File: src/rtl/tmg_pkg.sv
package tmg_pkg;
    localparam int OFF_RDTIM = 0;
    localparam int OFF_WRTIM = 1;
    localparam int OFF_LOCK  = 2;
    localparam int OFF_CTRL  = 3;
    localparam int OFF_STRAP = 5;
    localparam int OFF_MISC  = 6;

    localparam logic [7:0] KEY_UNLOCK = 8'h03;
    localparam logic [7:0] KEY_RELOCK = 8'h83;
    localparam logic [7:0] KEY_COMMIT = 8'h85;

    typedef enum logic [1:0] {
        SEQ_IDLE = 2'd0,
        SEQ_ONE  = 2'd1,
        SEQ_TWO  = 2'd2
    } seq_e;
endpackage

File: src/rtl/tmg_unlock_seq.sv
module tmg_unlock_seq
    import tmg_pkg::*;
#(
    parameter int AW = 3
) (
    input  logic          clk,
    input  logic          rst_n,
    input  logic [AW-1:0] addr,
    input  logic          rd,
    input  logic          wr,
    input  logic          wide,
    input  logic [7:0]    wbyte,
    output logic          cfg_mode
);
    typedef struct packed {
        seq_e seq;
        logic cfg;
    } st_t;

    st_t st_d, st_q;

    logic qual_rd, key_wr, relock_wr;

    always_comb begin
        qual_rd   = rd && wide && (addr == AW'(OFF_WRTIM));
        key_wr    = wr && !wide && (addr == AW'(OFF_LOCK)) && (wbyte == KEY_UNLOCK);
        relock_wr = wr && (addr == AW'(OFF_LOCK)) && (wbyte == KEY_RELOCK);
        st_d      = st_q;
        if (!st_q.cfg) begin
            if (qual_rd) begin
                st_d.seq = (st_q.seq == SEQ_IDLE) ? SEQ_ONE : SEQ_TWO;
            end else if (key_wr && st_q.seq == SEQ_TWO) begin
                st_d.cfg = 1'b1;
                st_d.seq = SEQ_IDLE;
            end else if (rd || wr) begin
                st_d.seq = SEQ_IDLE;
            end
        end else if (relock_wr) begin
            st_d.cfg = 1'b0;
            st_d.seq = SEQ_IDLE;
        end
    end

    always_ff @(posedge clk) begin
        if (!rst_n) begin
            st_q <= '{seq: SEQ_IDLE, cfg: 1'b0};
        end else begin
            st_q <= st_d;
        end
    end

    assign cfg_mode = st_q.cfg;

    AST_UNLOCK_NEEDS_KEY: assert property (@(posedge clk) disable iff (!rst_n)
        $rose(cfg_mode) |-> $past(wr && !wide && addr == AW'(OFF_LOCK) && wbyte == KEY_UNLOCK));

    AST_RELOCK_NEEDS_KEY: assert property (@(posedge clk) disable iff (!rst_n)
        $fell(cfg_mode) |-> $past(wr && addr == AW'(OFF_LOCK) && wbyte == KEY_RELOCK));
endmodule

File: src/rtl/tmg_bank_file.sv
module tmg_bank_file
    import tmg_pkg::*;
#(
    parameter int AW   = 3,
    parameter int NDEV = 2,
    parameter int TW   = 8,
    parameter int SW   = 4,
    localparam int SELW = (NDEV > 1) ? $clog2(NDEV) : 1
) (
    input  logic              clk,
    input  logic              rst_n,
    input  logic              cfg_wr,
    input  logic [AW-1:0]     addr,
    input  logic [7:0]        wbyte,
    output logic [SELW-1:0]   sel_o,
    output logic [TW-1:0]     rd_sel_o,
    output logic [TW-1:0]     wr_sel_o,
    output logic [SW-1:0]     su_sel_o,
    output logic [NDEV*TW-1:0] act_rd_o,
    output logic [NDEV*TW-1:0] act_wr_o,
    output logic [NDEV*SW-1:0] act_su_o
);
    localparam logic [TW-1:0] SLOW_TIM = {TW{1'b1}};
    localparam logic [SW-1:0] SLOW_SU  = {SW{1'b1}};

    typedef struct packed {
        logic [SELW-1:0]         sel;
        logic [NDEV-1:0][TW-1:0] srd;
        logic [NDEV-1:0][TW-1:0] swr;
        logic [NDEV-1:0][SW-1:0] ssu;
        logic [NDEV-1:0][TW-1:0] ard;
        logic [NDEV-1:0][TW-1:0] awr;
        logic [NDEV-1:0][SW-1:0] asu;
    } st_t;

    st_t st_d, st_q;
    logic [SELW-1:0] new_sel;

    always_comb begin
        st_d    = st_q;
        new_sel = wbyte[SELW-1:0];
        if (cfg_wr) begin
            if (addr == AW'(OFF_RDTIM)) begin
                for (int d = 0; d < NDEV; d++)
                    if (st_q.sel == SELW'(d)) st_d.srd[d] = wbyte[TW-1:0];
            end else if (addr == AW'(OFF_WRTIM)) begin
                for (int d = 0; d < NDEV; d++)
                    if (st_q.sel == SELW'(d)) st_d.swr[d] = wbyte[TW-1:0];
            end else if (addr == AW'(OFF_MISC)) begin
                for (int d = 0; d < NDEV; d++)
                    if (new_sel == SELW'(d)) begin
                        st_d.sel    = new_sel;
                        st_d.ssu[d] = wbyte[7 -: SW];
                    end
            end else if (addr == AW'(OFF_CTRL) && wbyte == KEY_COMMIT) begin
                st_d.ard = st_q.srd;
                st_d.awr = st_q.swr;
                st_d.asu = st_q.ssu;
            end
        end
    end

    always_ff @(posedge clk) begin
        if (!rst_n) begin
            st_q.sel <= '0;
            st_q.srd <= {NDEV{SLOW_TIM}};
            st_q.swr <= {NDEV{SLOW_TIM}};
            st_q.ssu <= {NDEV{SLOW_SU}};
            st_q.ard <= {NDEV{SLOW_TIM}};
            st_q.awr <= {NDEV{SLOW_TIM}};
            st_q.asu <= {NDEV{SLOW_SU}};
        end else begin
            st_q <= st_d;
        end
    end

    always_comb begin
        rd_sel_o = '0;
        wr_sel_o = '0;
        su_sel_o = '0;
        for (int d = 0; d < NDEV; d++) begin
            if (st_q.sel == SELW'(d)) begin
                rd_sel_o = st_q.srd[d];
                wr_sel_o = st_q.swr[d];
                su_sel_o = st_q.ssu[d];
            end
        end
    end

    assign sel_o = st_q.sel;

    for (genvar g = 0; g < NDEV; g++) begin : g_out
        assign act_rd_o[g*TW +: TW] = st_q.ard[g];
        assign act_wr_o[g*TW +: TW] = st_q.awr[g];
        assign act_su_o[g*SW +: SW] = st_q.asu[g];
    end

    AST_MISC_SETS_SEL: assert property (@(posedge clk) disable iff (!rst_n)
        (cfg_wr && addr == AW'(OFF_MISC) && int'(wbyte[SELW-1:0]) < NDEV)
        |=> (sel_o == $past(wbyte[SELW-1:0])));
endmodule

File: src/rtl/hidden_timing_regs.sv
module hidden_timing_regs
    import tmg_pkg::*;
#(
    parameter int AW   = 3,
    parameter int DW   = 16,
    parameter int NDEV = 2,
    parameter int TW   = 8,
    parameter int SW   = 4
) (
    input  logic               clk,
    input  logic               rst_n,
    input  logic [AW-1:0]      bus_addr,
    input  logic               bus_rd,
    input  logic               bus_wr,
    input  logic               bus_wide,
    input  logic [DW-1:0]      bus_wdata,
    output logic [DW-1:0]      bus_rdata,
    input  logic               strap_clk25,
    output logic [AW-1:0]      drv_addr,
    output logic               drv_rd,
    output logic               drv_wr,
    output logic               drv_wide,
    output logic [DW-1:0]      drv_wdata,
    input  logic [DW-1:0]      drv_rdata,
    output logic               cfg_mode,
    output logic [NDEV*TW-1:0] rd_tim_o,
    output logic [NDEV*TW-1:0] wr_tim_o,
    output logic [NDEV*SW-1:0] setup_o
);
    localparam int SELW = (NDEV > 1) ? $clog2(NDEV) : 1;

    logic [7:0]      wbyte;
    logic [SELW-1:0] sel;
    logic [TW-1:0]   rd_sel, wr_sel;
    logic [SW-1:0]   su_sel;
    logic [7:0]      cfg_byte;

    assign wbyte = bus_wdata[7:0];

    tmg_unlock_seq #(.AW(AW)) u_seq (
        .clk      (clk),
        .rst_n    (rst_n),
        .addr     (bus_addr),
        .rd       (bus_rd),
        .wr       (bus_wr),
        .wide     (bus_wide),
        .wbyte    (wbyte),
        .cfg_mode (cfg_mode)
    );

    tmg_bank_file #(.AW(AW), .NDEV(NDEV), .TW(TW), .SW(SW)) u_bank (
        .clk      (clk),
        .rst_n    (rst_n),
        .cfg_wr   (cfg_mode && bus_wr),
        .addr     (bus_addr),
        .wbyte    (wbyte),
        .sel_o    (sel),
        .rd_sel_o (rd_sel),
        .wr_sel_o (wr_sel),
        .su_sel_o (su_sel),
        .act_rd_o (rd_tim_o),
        .act_wr_o (wr_tim_o),
        .act_su_o (setup_o)
    );

    always_comb begin
        cfg_byte = '0;
        if (bus_addr == AW'(OFF_RDTIM)) begin
            cfg_byte[TW-1:0] = rd_sel;
        end else if (bus_addr == AW'(OFF_WRTIM)) begin
            cfg_byte[TW-1:0] = wr_sel;
        end else if (bus_addr == AW'(OFF_STRAP)) begin
            cfg_byte[0] = strap_clk25;
        end else if (bus_addr == AW'(OFF_MISC)) begin
            cfg_byte[7 -: SW]   = su_sel;
            cfg_byte[SELW-1:0]  = sel;
        end
    end

    assign drv_addr  = bus_addr;
    assign drv_wide  = bus_wide;
    assign drv_wdata = bus_wdata;
    assign drv_rd    = bus_rd && !cfg_mode;
    assign drv_wr    = bus_wr && !cfg_mode;
    assign bus_rdata = cfg_mode ? DW'(cfg_byte) : drv_rdata;

    AST_FWD_ONLY_LOCKED: assert property (@(posedge clk) disable iff (!rst_n)
        (drv_rd || drv_wr) |-> !cfg_mode);

    AST_OUTPUTS_HOLD: assert property (@(posedge clk) disable iff (!rst_n)
        !(cfg_mode && bus_wr && bus_addr == AW'(OFF_CTRL) && wbyte == KEY_COMMIT)
        |=> ($stable(rd_tim_o) && $stable(wr_tim_o) && $stable(setup_o)));

    AST_NO_CFG_WHILE_FWD: assert property (@(posedge clk) disable iff (!rst_n)
        (!cfg_mode && bus_rd) |-> (bus_rdata == drv_rdata));
endmodule

File: config.mk
export PLATFORM = sky130hd
export DESIGN_NAME = hidden_timing_regs
export DESIGN_NICKNAME = d
export VERILOG_FILES = /design/src/rtl/tmg_pkg.sv /design/src/rtl/tmg_unlock_seq.sv /design/src/rtl/tmg_bank_file.sv /design/src/rtl/hidden_timing_regs.sv
export SDC_FILE = /design/constraint.sdc
export NUM_CORES = 1
export LEC_CHECK = 0
export BUFFER_PORTS_ARGS = -buffer_cell sky130_fd_sc_hd__buf_2
export CAP_MARGIN = 20
export CORE_MARGIN = 4
export CORE_UTILIZATION = 58
export CTS_BUF_LIST = sky130_fd_sc_hd__clkbuf_4 sky130_fd_sc_hd__clkbuf_8
export DETAILED_ROUTE_END_ITERATION = 10
export PLACE_DENSITY = 0.87
export SYNTH_ARGS = -nofsm -noshare
export SYNTH_HDL_FRONTEND = slang
export SYNTH_SLANG_ARGS = --single-unit
File: constraint.sdc
create_clock -name clk -period 5.1 [get_ports clk]
set_input_delay 1.02 -clock clk [delete_from_list [all_inputs] [get_ports clk]]
set_output_delay 1.02 -clock clk [all_outputs]
set_load 0.05 [all_outputs]
== After elaboration in Yosys (flattened, before gate mapping) ==
Index checks and enable logic that the tools add are counted.

* Bits in registers: 84
* Logic and storage cells: 78

* Equal/unequal tests: 10
* Mux-type cells: 21
* Bitwise operators: 5
* Reductions and logical operators: 27

{| class="wikitable"
|+ Operators by type and width
! kind !! number
|-
| $mux W8 || 3
|-
| $eq A8 B8 Y1 const B || 2
|-
| $mux W16 || 1
|-
| $mux W4 || 4
|-
| $reduce_and A5 Y1 || 3
|-
| $logic_and A1 B1 Y1 || 12
|-
| $reduce_and A4 Y1 || 3
|-
| $mux W3 || 3
|-
| $eq A8 B2 Y1 const B || 1
|-
| $mux W2 || 4
|-
| $eq A3 B2 Y1 const B || 2
|-
| $eq A3 B3 Y1 const B || 2
|-
| $mux W1 || 6
|-
| $reduce_and A3 Y1 || 2
|-
| $not A1 Y1 || 5
|-
| $reduce_bool A4 Y1 || 1
|-
| $eq A3 B1 Y1 const B || 1
|-
| $logic_not A3 Y1 || 1
|-
| $eq A2 B2 Y1 const B || 1
|-
| $logic_not A1 Y1 || 2
|-
| $logic_not A2 Y1 || 1
|-
| $ne A2 B2 Y1 const B || 1
|-
| $reduce_and A2 Y1 || 1
|-
| $logic_or A1 B1 Y1 || 1
|}

== Depth between registers and ports, before layout ==
Gate-level depths: netlist (run 1).

* Word-level depth: 8
* Gate-level depth with buffers: 6

== By module ==
A second synthesis (run 1) with hierarchy kept.

* Cells, all modules: 583
* Area total of the unflattened synthesis: 4,728.3 um2

{| class="wikitable"
|+ Modules (own cells, without submodules)
! module !! times used !! cells each !! area an instance (um2) !! seq. area each (um2)
|-
| tmg_bank_file || 1 || 492 || 4,031.4 || 1,621.6
|-
| hidden_timing_regs || 1 || 67 || 478.0 || 0.0
|-
| tmg_unlock_seq || 1 || 24 || 219.0 || 60.1
|}

== Worst setup path before layout (run 1) ==
No wires, ideal clock.

* Path type: in2out
* From: input bus_addr[0]
* To: output bus_rdata[1]
* Arrival: 2.538 ns
* Data required time: 4.080 ns
* Setup slack: 1.542 ns
* Stages on the path: 6
* Buffers on the path: 3
* Path through: clkbuf_1 -> or3b_1 -> clkbuf_1 -> clkbuf_1 -> o221ai_1 -> o21a_1

* Cells in the longest elaborated chain, start to end: 4

{| class="wikitable"
|+ Ends and longest elaborated chain
! item !! RTL line !! text
|-
| start, declared || hidden_timing_regs.sv:12 || <nowiki>input logic [AW-1:0] bus_addr,</nowiki>
|-
| $eq A3 B1 Y1 || hidden_timing_regs.sv:70 || <nowiki>end else if (bus_addr == AW'(OFF_WRTIM)) begin</nowiki>
|-
| $mux W3 || hidden_timing_regs.sv:70 ||
|-
| $mux W8 (*) || hidden_timing_regs.sv:68 || <nowiki>if (bus_addr == AW'(OFF_RDTIM)) begin</nowiki>
|-
| $mux W16 (*) || hidden_timing_regs.sv:85 || <nowiki>assign bus_rdata = cfg_mode ? DW'(cfg_byte) : drv_rdata;</nowiki>
|-
| end, declared || hidden_timing_regs.sv:17 || <nowiki>output logic [DW-1:0] bus_rdata,</nowiki>
|}

Mark *: on every way between the ends. The rest lies on a longest branch, timed or not.

== Final worst setup path (run 1) ==
* From: input bus_addr[0]
* To: output bus_rdata[5]

* Cells in the longest elaborated chain, start to end: 6

{| class="wikitable"
|+ Ends and longest elaborated chain
! item !! RTL line !! text
|-
| $eq A3 B3 Y1 || hidden_timing_regs.sv:74 || <nowiki>end else if (bus_addr == AW'(OFF_MISC)) begin</nowiki>
|-
| $mux W4 || hidden_timing_regs.sv:74 ||
|-
| $mux W4 || hidden_timing_regs.sv:72 || <nowiki>end else if (bus_addr == AW'(OFF_STRAP)) begin</nowiki>
|-
| $mux W4 || hidden_timing_regs.sv:70 ||
|-
| $mux W8 (*) || hidden_timing_regs.sv:68 ||
|-
| $mux W16 (*) || hidden_timing_regs.sv:85 ||
|}

Marked as above.

==> results of run 1 <==
==> final cells by class <==
cell class,count,share of cell area
well taps,99,0.0271
clock inverters,5,0.0134
multi-input cells,314,0.433
repair buffers,109,0.123
clock buffers,11,0.0317
flip-flops and latches,84,0.368
inverters,6,0.00492
==> power groups by stage <==
stage	Clock [mW]	Sequential [mW]	Combinational [mW]
6_report	0.486	0.655	0.122
5_1_grt	0.516	0.655	0.129
4_1_cts	0.494	0.655	0.121
3_5_place_dp	0	0.671	0.121
3_3_place_gp	0	0.671	0.119
2_1_floorplan	0	0.671	0.106
==> flip-flops by register name (all words and copies together) (netlist names) <==
register and cells:
u_bank.st_q 40, u_bank.act_rd_o 16, u_bank.sel_o 1, u_seq.st_q 2
u_seq.cfg_mode 1, u_bank.act_wr_o 16, u_bank.act_su_o 8
==> Yosys cell counts (all sizes together), types with 3 or more instances <==
cell type and instances:
nor2 85, dfxtp 84, mux2i 67, buf 66, nand3 58, o21ai 37, clkbuf 36, nor2b 11
inv 6, o311ai 5, nand2 4, o22a 4, o22ai 4, nand3b 3, nor4 3, o21a 3
o221ai 3
==> worst reg2reg max path, stage by stage (launching register included) <==
cell and delay [ns]:
dfxtp_1 0.42, buf_4 0.38, nand3_1 0.56, o21ai_0 0.44
nand3_1 0.14
==> per-stage QoR <==
step | total power [mW] | util | hold WS [ns] | setup slack, ns | cell area (um^2)
after floorplan | 0.777 | - | 0.477 | 1.54 | 4320
after global placement | 0.790 | 0.602 | 0.485 | 1.49 | 4370
after detailed placement | 0.792 | 0.602 | 0.495 | 1.41 | 4370
after CTS | 1.27 | 0.631 | 0.515 | 1.40 | 4570
after global routing | 1.30 | 0.631 | 0.529 | 1.30 | 4570
final | 1.26 | 0.631 | 0.509 | 1.36 | 4570
==> worst min path at each step <==
stage	start	to	slack [ns]	cells after the start
2_1_floorplan	u_bank.st_q[55]	u_bank.st_q[55]	0.48	2
3_3_place_gp	u_bank.act_rd_o[11]	u_bank.act_rd_o[11]	0.49	2
3_5_place_dp	u_bank.act_rd_o[0]	u_bank.act_rd_o[0]	0.50	2
4_1_cts	u_bank.act_rd_o[0]	u_bank.act_rd_o[0]	0.51	2
5_1_grt	u_bank.st_q[66]	u_bank.st_q[66]	0.53	2
6_report	u_bank.act_rd_o[0]	u_bank.act_rd_o[0]	0.51	2
==> kinds of logic (layout without fill, tap and decap cells) <==
group | after synthesis | after routing | share of synthesized area
AND/OR/NAND/NOR | 182 | 182 | 0.208
buffers and inverters | 108 | 131 | 0.153
flip-flops | 84 | 84 | 0.389
multiplexers | 67 | 67 | 0.155
AO/OA/AOI/OAI | 65 | 65 | 0.0946
==> routing by layer <==
layer,up-vias,global-route usage
li1,1735,-
met5,-,0
met2,194,0.398
met1,1736,0.316
met4,0,0.124
met3,24,0.0414
==> layout by cell type, fill, tap and decap left out, types with 2 or more instances in the layout <==
| master | instances |
|---|---|
| buf_2 | 103 |
| nor2_1 | 85 |
| dfxtp_1 | 84 |
| mux2i_1 | 67 |
| nand3_1 | 58 |
| o21ai_0 | 37 |
| nor2b_1 | 11 |
| clkbuf_8 | 10 |
| buf_4 | 6 |
| inv_1 | 5 |
| o311ai_0 | 5 |
| o22ai_1 | 4 |
| o22a_1 | 4 |
| nand2_1 | 4 |
| nand3b_1 | 3 |
| o221ai_1 | 3 |
| o21a_1 | 3 |
| clkinvlp_4 | 3 |
| or3_1 | 2 |
| nor3_1 | 2 |
| nor4b_1 | 2 |
| nor4_1 | 2 |
==> impl_metrics.csv, run 1 <==
group,metric,value,unit
final_layout,fillCellCount,668,
clock_tree,numCtsBuffers,9,
hold_path,min_path_type,"flop to flop",
detailed_routing,wl,10.7,mm
critical_path,cpPeakStageDelay,0.73,ns
critical_path,critPathLaunch,"bus_addr[0]",
power_and_ir_drop,p_leak,1.66,nW
die,start_util,0.596,
synthesis,synth_top_flop_cell,"dfxtp_1",
clock_tree,cts_tree,"built",
synthesis,ys_seq_elements,84,
clock_tree,clk_latency,0.36,ns
power_and_ir_drop,p_clk_frac,0.385,
detailed_routing,dr_total_vias,3689,
critical_path,required,4.08,ns
synthesis,yosysTopAreaCellShare,0.389,
clock_tree,htree_num_levels,3,
die,fp.dieH,94.3,um
clock_tree,cts_resized,0,
critical_path,critical_path.cell_chain,"buf_2, or3b_1, o22ai_1, o22a_1, buf_2",
grt,grt_overflow,0,
detailed_routing,wl_met1,4.44,mm
final_layout,area_delta_synth_final,5.82,%
detailed_routing,viasPerCell,5.87,
critical_path,end_kind,"output pin",
critical_path,startpoint_type,"primary input",
grt,grt_max_degree,47,
die,coreArea,7250,um^2
grt,grt_use_total,0.245,
status,status,"finished, final reports clean",
critical_path,r2r_cells,4,
timing,setup_tns,0,ns
clock_tree,cts_root_buf,"clkbuf_8",
die,ios,120,
final_layout,multiInputGateArea,1980,um^2
detailed_routing,drt_iter0_markers,335,
critical_path,rrSetupSlack,3.01,ns
critical_path,cpLargestDelayFamily,"simple AND/OR/NAND/NOR gates",
timing,relSlewSlack,0.431,
critical_path,crit_arrival,2.72,ns
timing,drv_slew,0,
timing,finalCritPeriodShare,0.732,
clock_tree,hold_buffers,0,
critical_path,timing.rr.end,"u_bank.st_q[61]",
placement,dp.cells,612,
run,maxCapViolCount,0,
power_and_ir_drop,p_int,0.930,mW
timing,setup_viol,0,
critical_path,worst-path-stages,5,
die,design.die.area,8900,um^2
detailed_routing,antenna_left,0,
clock_tree,clkTransAtPathRegs,0.08,ns
clock_tree,clock_sinks,84,
detailed_routing,wl_met2,5.05,mm
critical_path,critPathKind,"primary input to output pin",
placement,port_buffers,103,
final_layout,diodes,0,
critical_path,cp_max_fo,25,
critical_path,reg2reg_from,"u_bank.sel_o",
power_and_ir_drop,irDropWorstVdd,0.177,mV
synthesis,syn_nets,547,
synthesis,synthCells,506,
synthesis,ys_top_cells_by_area,"dfxtp_1, mux2i_1, buf_4",
power_and_ir_drop,power_density,276,nW/um^2
placement,hpwl,7.56,mm
power_and_ir_drop,switching_share,0.264,
grt,antenna_found_initial,0,
synthesis,yosysWarnings,0,
timing,fmax,268,MHz
synthesis,seq_area_frac_synth,0.389,
detailed_routing,highest_layer,"met4",
synthesis,syn_area,4320,um^2
final_layout,register_area,1680,um^2
grt,grt_pass1_vias,3484,
timing,tightestPinTransition,0.847,ns
synthesis,syn_avg_cell_area,8.54,um^2
synthesis,yosysTopAreaCell,"dfxtp_1",
power_and_ir_drop,p_seq_frac,0.518,
detailed_routing,first_pass_iters,5,
critical_path,critical_path_buf_inv_count,2,
timing,rsz0062_at_grt,"no",
critical_path,endpoint,"bus_rdata[5]",
final_layout,drive_gt1_frac,0.246,
final_layout,nets,565,
die,die_w,94.3,um
critical_path,crit_top_cell,"buf_2",
synthesis,async_flop_share,0,
clock_tree,clockBufferDepth,2,
timing,hold_violations,0,
timing,clock_skew,0.0100,ns
power_and_ir_drop,comb_power_share,0.097,
final_layout,final_cell_count_no_fill,628,
detailed_routing,wl_met3,964,um
synthesis,synth.distinct_cells,46,
synthesis,synth-edff-count,0,
detailed_routing,drc,0,
detailed_routing,wl_per_cell,17.1,um
critical_path,slowest_stage,"or3b_1",
grt,grt_pass1_wl,17.1,mm
clock_tree,post_cts_buffers,0,
die,rows,31,
power_and_ir_drop,power.switching,0.334,mW
timing,fin_crit,3.74,ns
placement,gp_congestion,0.914,
No activity file was read; power rests on OpenSTA's default activity.
==> inputs of run 2 (changes only) <==
- ABC_AREA: default -> 1
- CORE_UTILIZATION: 58 -> 54
- PLACE_DENSITY: 0.87 -> 0.83
- clock period: 5.1 -> 3.9 ns (I/O delays scaled with it)
==> run 2 against run 1 <==
Compared with the run above: wire length fell by 2.0%; via count is 1.5% higher; sequential share of layout area increased by 1.2 points; highest routed layer unchanged.
==> impl_metrics.csv, run 2 <==
group,metric,value,unit
status,status,"finished, final reports clean",
grt,grt_overflow,0,
detailed_routing,drt_iter0_markers,188,
clock_tree,clockBufferDepth,2,
power_and_ir_drop,switching_share,0.257,
critical_path,r2r_cells,7,
power_and_ir_drop,total_power,1.67,mW
final_layout,fin_util,0.605,
clock_tree,numCtsBuffers,9,
grt,grt_pass1_wl,16.9,mm
power_and_ir_drop,power.switching,0.429,mW
final_layout,nets,643,
timing,finalCritPeriodShare,0.724,
final_layout,regMostFlops,"u_bank.st_q",
detailed_routing,antenna_left,0,
die,start_util,0.561,
timing,clock_skew,0.00751,ns
grt,grt_use_total,0.241,
grt,grt_pass1_vias,3397,
placement,gp_congestion,0.891,
final_layout,multiInputGateArea,1730,um^2
critical_path,critPathKind,"primary input to output pin",
critical_path,timing.rr.end,"u_bank.act_rd_o[14]",
final_layout,fillCellCount,687,
clock_tree,htree_num_levels,3,
power_and_ir_drop,irDropWorstVdd,0.180,mV
synthesis,async_flop_share,0,
critical_path,slowest_stage,"nor2_1",
synthesis,syn_nets,613,
placement,place_area,4220,um^2
timing,relSlewSlack,0.517,
placement,hpwl,7.64,mm
die,fp.dieH,95.3,um
power_and_ir_drop,p_int,1.24,mW
timing,fin_crit,2.82,ns
detailed_routing,viasPerCell,5.30,
critical_path,critical_path.cell_chain,"buf_2, inv_1, nand2_1, nor2_1, nand2_1, nand3_1, nor2_1, nor2_1, buf_2",
die,rows,31,
clock_tree,cts_resized,0,
synthesis,synthCells,572,
hold_path,min_path_cells,2,
power_and_ir_drop,comb_power_share,0.093,
critical_path,startpoint_type,"primary input",
clock_tree,clock_sinks,84,
final_layout,mostFrequentLayoutCell,"nand2_1",
critical_path,crit_arrival,2.04,ns
placement,dp.cells,690,
synthesis,ys_top_cells_by_area,"dfxtp_1, nand2_1, nand3_1",
clock_tree,clk_latency,0.35,ns
timing,setup_tns,0,ns
placement,port_buffers,103,
timing,rsz0062_at_grt,"no",
grt,antenna_found_initial,0,
hold_path,min_from,"u_bank.act_su_o[4]",
grt,grt_max_degree,41,
die,ios,120,
final_layout,layout_common_cells,"nand2_1, buf_2, nand3_1",
synthesis,yosys-top-cells-count,"nand2_1, nand3_1, dfxtp_1",
critical_path,required,3.12,ns
detailed_routing,wl_per_cell,14.9,um
detailed_routing,first_pass_iters,7,
die,coreArea,7330,um^2
power_and_ir_drop,p_leak,2.29,nW
final_layout,finish.instance_area,4430,um^2
detailed_routing,wl_met3,786,um
detailed_routing,drc,0,
critical_path,cpLargestDelayFamily,"simple AND/OR/NAND/NOR gates",
timing,setup_viol,0,
synthesis,syn_avg_cell_area,7.19,um^2
clock_tree,cts_root_buf,"clkbuf_8",
detailed_routing,wl_met2,4.92,mm
synthesis,yosysWarnings,0,
critical_path,end_kind,"output pin",
run,maxCapViolCount,0,
synthesis,syn_area,4110,um^2
synthesis,yosysTopAreaCell,"dfxtp_1",
final_layout,largest_register_ffs,40,
hold_path,hold-path-endpoint,"u_bank.act_su_o[4]",
critical_path,critical_path_buf_inv_count,3,
critical_path,rrSetupSlack,1.68,ns
synthesis,seq_area_frac_synth,0.409,
clock_tree,cts_tree,"built",
power_and_ir_drop,p_seq_frac,0.515,
final_layout,drive_gt1_frac,0.244,
detailed_routing,highest_layer,"met4",
critical_path,cp_max_fo,5,
timing,hold_violations,0,
detailed_routing,wl_met1,4.64,mm
detailed_routing,dr_total_vias,3744,
power_and_ir_drop,p_clk_frac,0.392,
clock_tree,hold_buffers,0,
die,design.die.area,9070,um^2
clock_tree,clkTransAtPathRegs,0.08,ns
final_layout,area_delta_synth_final,7.79,%
synthesis,yosysTopAreaCellShare,0.409,
critical_path,reg2reg_from,"u_seq.cfg_mode",
power_and_ir_drop,power_density,376,nW/um^2
timing,tightestPinTransition,0.724,ns
synthesis,ys_seq_elements,84,
clock_tree,post_cts_buffers,0,
final_layout,diodes,0,
synthesis,synth.distinct_cells,25,
synthesis,synth-edff-count,0,
timing,drv_slew,0,
synthesis,synth_top_flop_cell,"dfxtp_1",
critical_path,cpPeakStageDelay,0.35,ns
final_layout,final_cell_count_no_fill,706,
synthesis,yosysMostFrequentCell,"nand2_1",
final_layout,register_area,1680,um^2
detailed_routing,wl,10.5,mm
die,die_w,95.3,um
timing,fmax,354,MHz
critical_path,crit_top_cell,"nor2_1",
hold_path,min_path_type,"flop to flop",
run 2: cell families after synthesis:
group                  share of synthesized area
AOI/OAI and AO/OA                         0.0679
buffers and inverters                      0.172
DFF                                        0.409
and+or+nand+nor                            0.351
run 2: through the flow:
step | worst slack [ns] | hold slack, ns
final | 1.08 | 0.454
after detailed placement | 1.08 | 0.438
after CTS | 1.07 | 0.459
after global routing | 0.928 | 0.483
after floorplan | 1.01 | 0.430
after global placement | 1.09 | 0.433
run 2: worst max path at each step:
| stage | startpoint | end | slack (ns) | depth (start not counted) |
|---|---|---|---|---|
| floorplan | bus_addr[2] | bus_rdata[1] | 1.01 | 5 |
| global placement | bus_addr[0] | bus_rdata[0] | 1.09 | 9 |
| detailed placement | bus_addr[0] | bus_rdata[0] | 1.08 | 9 |
| CTS | bus_addr[0] | bus_rdata[0] | 1.07 | 9 |
| global route | bus_addr[0] | bus_rdata[5] | 0.93 | 9 |
| finish | bus_addr[0] | bus_rdata[0] | 1.08 | 9 |
run 2: area by class of cell:
cell class	count	area share
multi-input cells	366	0.390
clock inverters	3	0.0102
inverters	31	0.0263
clock buffers	13	0.0375
flip-flops and latches	84	0.379
repair buffers	110	0.128
well taps	99	0.0280
run 2: power by group through the flow:
stage	Combinational [mW]	Clock [mW]	Sequential [mW]
detailed placement	0.156	0	0.878
finish	0.156	0.654	0.858
floorplan	0.135	0	0.878
CTS	0.156	0.656	0.858
global route	0.167	0.698	0.858
global placement	0.154	0	0.878
run 2: layer usage:
layer / vias to the layer above / GRT usage
li1: 1863 / -
met1: 1715 / 0.316
met2: 150 / 0.398
met3: 16 / 0.0497
met4: 0 / 0.0769
met5: - / 0
run 2: worst register-to-register path: cells and delay by family (launching register included):
family | cells | cell delay [ns]
simple gates | 5 | 0.90
buf+inv | 2 | 0.65
flops | 1 | 0.52
